**src/rtl/tmr_pkg.sv**
```systemverilog
package tmr_pkg;

    localparam int CFG_W = 4;
    localparam logic [CFG_W-1:0] CFG_KEEP = 4'b1011;

    typedef enum logic [1:0] {
        SEL_DIVCFG = 2'd0,
        SEL_LOAD   = 2'd1,
        SEL_REMAIN = 2'd2,
        SEL_EMPTY  = 2'd3
    } reg_sel_e;

    typedef struct packed {
        logic cfg_we;
        logic load_we;
    } wr_dec_t;

    // Shift amount from the sparse code {b3,b1,b0}; 3-bit add wraps mod 8.
    function automatic logic [2:0] div_shift(input logic [CFG_W-1:0] cfg);
        return 3'({cfg[3], cfg[1], cfg[0]} + 3'd1);
    endfunction

    function automatic wr_dec_t decode_wr(input logic en, input reg_sel_e sel);
        wr_dec_t d;
        d.cfg_we  = en && (sel == SEL_DIVCFG);
        d.load_we = en && (sel == SEL_LOAD);
        return d;
    endfunction

endpackage

```
**src/rtl/tick_prescaler.sv**
```systemverilog
module tick_prescaler #(
    parameter int PRE_LOG = 4
) (
    input  logic clk,
    input  logic rst,
    output logic base_strobe
);
    logic [PRE_LOG-1:0] phase_q;

    always_ff @(posedge clk) begin
        if (rst) begin
            phase_q <= '0;
        end else begin
            phase_q <= phase_q + 1'b1;
        end
    end

    // Boundary edge: the phase wraps to zero at this edge.
    assign base_strobe = &phase_q;
endmodule

```
**src/rtl/tick_divider.sv**
```systemverilog
module tick_divider #(
    parameter int SHIFT_W = 3
) (
    input  logic               clk,
    input  logic               rst,
    input  logic               restart,
    input  logic               base_strobe,
    input  logic [SHIFT_W-1:0] shift,
    output logic               dec_pulse
);
    localparam int SUB_W = (1 << SHIFT_W) - 1;
    localparam int DIV_W = SUB_W + 1;

    logic [SUB_W-1:0] sub_q;
    logic             skip_q;
    logic [DIV_W-1:0] div_full;
    logic             last_unit;

    assign div_full  = DIV_W'(1) << shift;
    assign last_unit = ({1'b0, sub_q} >= (div_full - DIV_W'(1)));
    assign dec_pulse = base_strobe && !restart && !skip_q && last_unit;

    always_ff @(posedge clk) begin
        if (rst) begin
            sub_q  <= '0;
            skip_q <= 1'b0;
        end else if (restart) begin
            sub_q  <= '0;
            skip_q <= !base_strobe;
        end else if (base_strobe) begin
            if (skip_q) begin
                skip_q <= 1'b0;
            end else if (last_unit) begin
                sub_q <= '0;
            end else begin
                sub_q <= sub_q + 1'b1;
            end
        end
    end
endmodule

```
**src/rtl/count_core.sv**
```systemverilog
module count_core #(
    parameter int CNT_W = 32
) (
    input  logic             clk,
    input  logic             rst,
    input  logic             load,
    input  logic [CNT_W-1:0] load_val,
    input  logic             dec,
    output logic [CNT_W-1:0] cur,
    output logic             expire
);
    always_ff @(posedge clk) begin
        if (rst) begin
            cur    <= '0;
            expire <= 1'b0;
        end else if (load) begin
            cur    <= load_val;
            expire <= 1'b0;
        end else if (dec && (cur != '0)) begin
            cur    <= cur - 1'b1;
            expire <= (cur == CNT_W'(1));
        end else begin
            expire <= 1'b0;
        end
    end
endmodule

```
**src/rtl/divtick_timer.sv**
```systemverilog
module divtick_timer #(
    parameter int CNT_W   = 32,
    parameter int PRE_LOG = 4
) (
    input  logic             clk,
    input  logic             rst,
    input  logic             wr_en,
    input  logic [1:0]       wr_sel,
    input  logic [CNT_W-1:0] wr_data,
    input  logic [1:0]       rd_sel,
    output logic [CNT_W-1:0] rd_data,
    output logic             expire
);
    import tmr_pkg::*;

    localparam int SHIFT_W = 3;

    wr_dec_t                 wdec;
    logic                    load_we;
    logic [CFG_W-1:0]        cfg_q;
    logic [CNT_W-1:0]        init_q;
    logic [CNT_W-1:0]        cur_cnt;
    logic                    base_strobe;
    logic                    dec_pulse;

    assign wdec    = decode_wr(wr_en, reg_sel_e'(wr_sel));
    assign load_we = wdec.load_we;

    always_ff @(posedge clk) begin
        if (rst) begin
            cfg_q  <= '0;
            init_q <= '0;
        end else begin
            if (wdec.cfg_we)  cfg_q  <= wr_data[CFG_W-1:0] & CFG_KEEP;
            if (wdec.load_we) init_q <= wr_data;
        end
    end

    tick_prescaler #(.PRE_LOG(PRE_LOG)) u_pre (
        .clk         (clk),
        .rst         (rst),
        .base_strobe (base_strobe)
    );

    tick_divider #(.SHIFT_W(SHIFT_W)) u_div (
        .clk         (clk),
        .rst         (rst),
        .restart     (load_we),
        .base_strobe (base_strobe),
        .shift       (div_shift(cfg_q)),
        .dec_pulse   (dec_pulse)
    );

    count_core #(.CNT_W(CNT_W)) u_cnt (
        .clk      (clk),
        .rst      (rst),
        .load     (load_we),
        .load_val (wr_data),
        .dec      (dec_pulse),
        .cur      (cur_cnt),
        .expire   (expire)
    );

    always_comb begin
        unique case (reg_sel_e'(rd_sel))
            SEL_DIVCFG: rd_data = {{(CNT_W-CFG_W){1'b0}}, cfg_q};
            SEL_LOAD:   rd_data = init_q;
            SEL_REMAIN: rd_data = cur_cnt;
            default:    rd_data = '0;
        endcase
    end
endmodule

```
**config.mk**
```make
export PLATFORM = sky130hd
export DESIGN_NAME = divtick_timer
export DESIGN_NICKNAME = d
export VERILOG_FILES = /design/src/rtl/tmr_pkg.sv /design/src/rtl/tick_prescaler.sv /design/src/rtl/tick_divider.sv /design/src/rtl/count_core.sv /design/src/rtl/divtick_timer.sv
export SDC_FILE = /design/constraint.sdc
export NUM_CORES = 1
export LEC_CHECK = 0
export BUFFER_PORTS_ARGS = -buffer_cell sky130_fd_sc_hd__buf_2
export CAP_MARGIN = 25
export CORE_MARGIN = 2
export CORE_UTILIZATION = 55
export DETAILED_ROUTE_END_ITERATION = 16
export PLACE_DENSITY = 0.78
export RECOVER_POWER = 100
export SETUP_SLACK_MARGIN = 0.1
export SKIP_LAST_GASP = 1
export SYNTH_ARGS = -nofsm -noshare
export SYNTH_HDL_FRONTEND = slang
export SYNTH_SLANG_ARGS = --single-unit
```
**constraint.sdc**
```tcl
create_clock -name clk -period 4.9 [get_ports clk]
set_clock_uncertainty 0.05 [all_clocks]
set_input_delay 0.245 -clock clk [delete_from_list [all_inputs] [get_ports clk]]
set_output_delay 0.245 -clock clk [all_outputs]
set_load 0.1 [all_outputs]
```
==> metrics.yaml <==
vias: 4171
synthMuxAreaShare: 0.0223
path_class: "flip-flop to flip-flop"
fin_area_sq_mm: 0.00499
fp.dieArea_sq_mm: 0.00891
synth_xor_area_frac: 0.0546
io_pins: 72
syn_inst: 543
syn_area_per_cell_sq_um: 8.27
grt-ovfl-total: 0
clock.fmax_mhz: 222
max-cap-violations: 1
power_density_mw_per_mm2: 293
place_area_sq_mm: 0.00488
grt_util_all_layers: 0.264
synthAdderAreaFrac: 0.0390
holdCritPathClass: "input pin to flip-flop"
postSynth.asyncResetShare: 0
final_layout_size_suffix_gt1_frac: 0.128
netSwitchingPower_mw: 0.460
cts_buffer_depth: 2
grt_first_pass_wirelength_um: 18800
die_w_um: 94.4
combPwrFrac: 0.194
antenna_found_initial: 0
power_frac_clock: 0.326
htree_num_levels: 3
dp_slack_ns: 0.518
start_util: 0.575
synth_compound_area_frac: 0.210
cts_root_buf: "clkbuf_8"
violations: "max-capacitance violations, max-slew violations"
status: "finished with violations"
worst_pin_slew_ns: 3.12
wl_met1_um: 5280
switching_share: 0.315
required_ns: 5.09
min_period_ns: 4.50
ctsHoldBuffers: 0
clk_pin_slew_ns: 0.08
start_kind: "flip-flop"
cp-end-kind: "flip-flop"
fin_crit_sh: 0.918
rsz0062_at_grt: "no"
yosysWarnings: 0
cts_tree: "built"
ys_types: 67
finalHoldViolCount: 0
numCtsBuffers: 9
syn-cell-area_sq_mm: 0.00449
detail-route-antenna-nets: 0
dp_hpwl_um: 7940
firstDrtPassIters: 5
synthSimpleGateAreaFrac: 0.275
numPortBuffers: 71
clock-sinks: 80
die_h_um: 94.4
p_leak_nw: 1.79
grt_pass1_vias: 3856
drt_iter0_markers: 275
setup_violations: 0
grt_max_degree: 72
area_growth_pct: 11.1
maxSlewViolCount: 72
dr.max_layer_used: "met4"
synth_edf_count: 0
drc_errors: 0
nets: 649
antenna_cells: 0
post-cts-setup-buffer-count: 0
wl_met3_um: 619
rows: 32
cellInternalPower_mw: 1.00
seqPwrFrac: 0.479
clkLatencyLatePin_ns: 0.35
routedWlPerCell_um: 16.1
core_sq_mm: 0.00781
synth_ff_type: "dfxtp_1"
ys_seq_elements: 80
dr_wl_met2_um: 5220
cts_resized: 0
max_slew_margin: -1.08
ys_seq_area_frac: 0.357
syn-num-nets: 596
vias_per_cell: 5.93
ir_drop_v: 0.000188
place_congestion: 0.903
timing.final.ws_setup_ns: 0.404
setup_tns_ns: 0
synth_top_family_by_area: "simple AND/OR/NAND/NOR gates"
wirelength_um: 11300
cp.arrival_ns: 4.69
cp_max_fo: 13
layout make-up:
class,instances,area (sq um)
clock buffer,11,131
clock inverter,5,57.6
fill,723,2820
inverter,8,30.0
multi-input combinational,419,2680
sequential,80,1600
tap,102,128
timing repair buffer,78,360
cell families (layout without fill, tap and decap cells):
group,count (synthesis),after routing
muxes,10,10
and+or+nand+nor,234,234
adders and majority gates,14,14
DFF,80,80
xor gates and xnor gates,28,28
buffers and inverters,44,102
AOI/OAI and AO/OA,133,133
stage by stage:
stage	cells	hold slack [ns]	total power, mW	utilization
2_1_floorplan	543	0.304	0.932	-
3_3_place_gp	687	0.381	0.994	0.625
3_5_place_dp	687	0.390	1.00	0.625
4_1_cts	703	0.0597	1.47	0.649
5_1_grt	703	0.0669	1.52	0.639
6_report	703	0.0686	1.46	0.639
worst max-delay path: stages, from the launching register on:
cell      delay [ns]
dfxtp_1         0.45
and2_0          0.25
ha_1            0.37
inv_1           0.12
or3_1           0.34
ha_1            0.24
nand2b_1        0.12
nand2_1         0.06
mux2i_1         0.12
a21oi_1         0.09
ha_1            0.31
and3_1          0.19
a221o_1         0.16
a31oi_2         0.08
or2_0           0.41
or4b_2          0.73
a32o_1          0.29
registers in the layout, indices dropped and copies added (netlist names):
signal	cells
u_pre.phase_q	4
u_cnt.cur	32
cfg_q	3
init_q	32
u_div.sub_q	7
u_div.skip_q	1
u_cnt.expire	1
path summary, 6_finish.rpt:
kind / startpoint / slack (ns) / cells past startpoint / to
worst max-delay path: cfg_q[1]$_SDFFE_PP0P_ / 0.40 / 16 / u_cnt.cur[12]$_SDFFE_PP0P_
worst min-delay path: wr_data[31] / 0.07 / 3 / u_cnt.cur[31]$_SDFFE_PP0P_
worst max register to register: cfg_q[1]$_SDFFE_PP0P_ / 0.40 / 16 / u_cnt.cur[12]$_SDFFE_PP0P_
worst min register to register: u_pre.phase_q[0]$_SDFF_PP0_ / 0.40 / 1 / u_pre.phase_q[0]$_SDFF_PP0_
placed cells by master, fill, tap and decap left out, types with 3 or more instances in the layout:
master and count:
nand2_1 81, dfxtp_1 80, nor2_1 49, a21oi_1 41, buf_2 39, clkbuf_1 36
a22o_1 28, xnor2_1 21, nor4_1 18, o21ai_0 16, a211oi_1 16, nor3_1 16
ha_1 14, or3_1 11, nand3_1 11, mux2i_1 10, clkbuf_8 9, inv_1 8
xor2_1 7, nand2b_1 7, buf_4 5, or4_1 4, or2_2 4, nor2b_1 3
or4_4 3, a32o_1 3, nand4_1 3, nor3b_1 3, clkinvlp_4 3
cell usage after synthesis, types with 4 or more instances:
| master | count | area, sq um |
|---|---|---|
| a211oi_1 | 16 | 120 |
| a21oi_1 | 41 | 205 |
| a22o_1 | 28 | 245 |
| clkbuf_1 | 27 | 101 |
| dfxtp_1 | 80 | 1600 |
| ha_1 | 14 | 175 |
| inv_1 | 8 | 30.0 |
| mux2i_1 | 10 | 100 |
| nand2_1 | 81 | 304 |
| nand2b_1 | 7 | 43.8 |
| nand3_1 | 11 | 55.1 |
| nor2_1 | 49 | 184 |
| nor2b_1 | 4 | 25.0 |
| nor3_1 | 14 | 70.1 |
| nor4_1 | 16 | 100 |
| o21ai_0 | 15 | 75.1 |
| or2_2 | 4 | 25.0 |
| or3_1 | 11 | 68.8 |
| or4_1 | 4 | 30.0 |
| xnor2_1 | 21 | 184 |
| xor2_1 | 7 | 61.3 |
routing by layer:
metal | global-route usage | up-vias
li1 | - | 2088
met1 | 0.355 | 1927
met2 | 0.438 | 135
met3 | 0.0447 | 21
met4 | 0.0737 | 0
met5 | 0 | -
power groups by stage:
stage,combinational (mW),sequential [mW],clock (mW)
detailed placement,0.285,0.715,0
global placement,0.280,0.714,0
finish,0.284,0.701,0.477
global route,0.311,0.704,0.510
CTS,0.287,0.700,0.485
floorplan,0.225,0.707,0
Power figures use the tool's default switching activity.
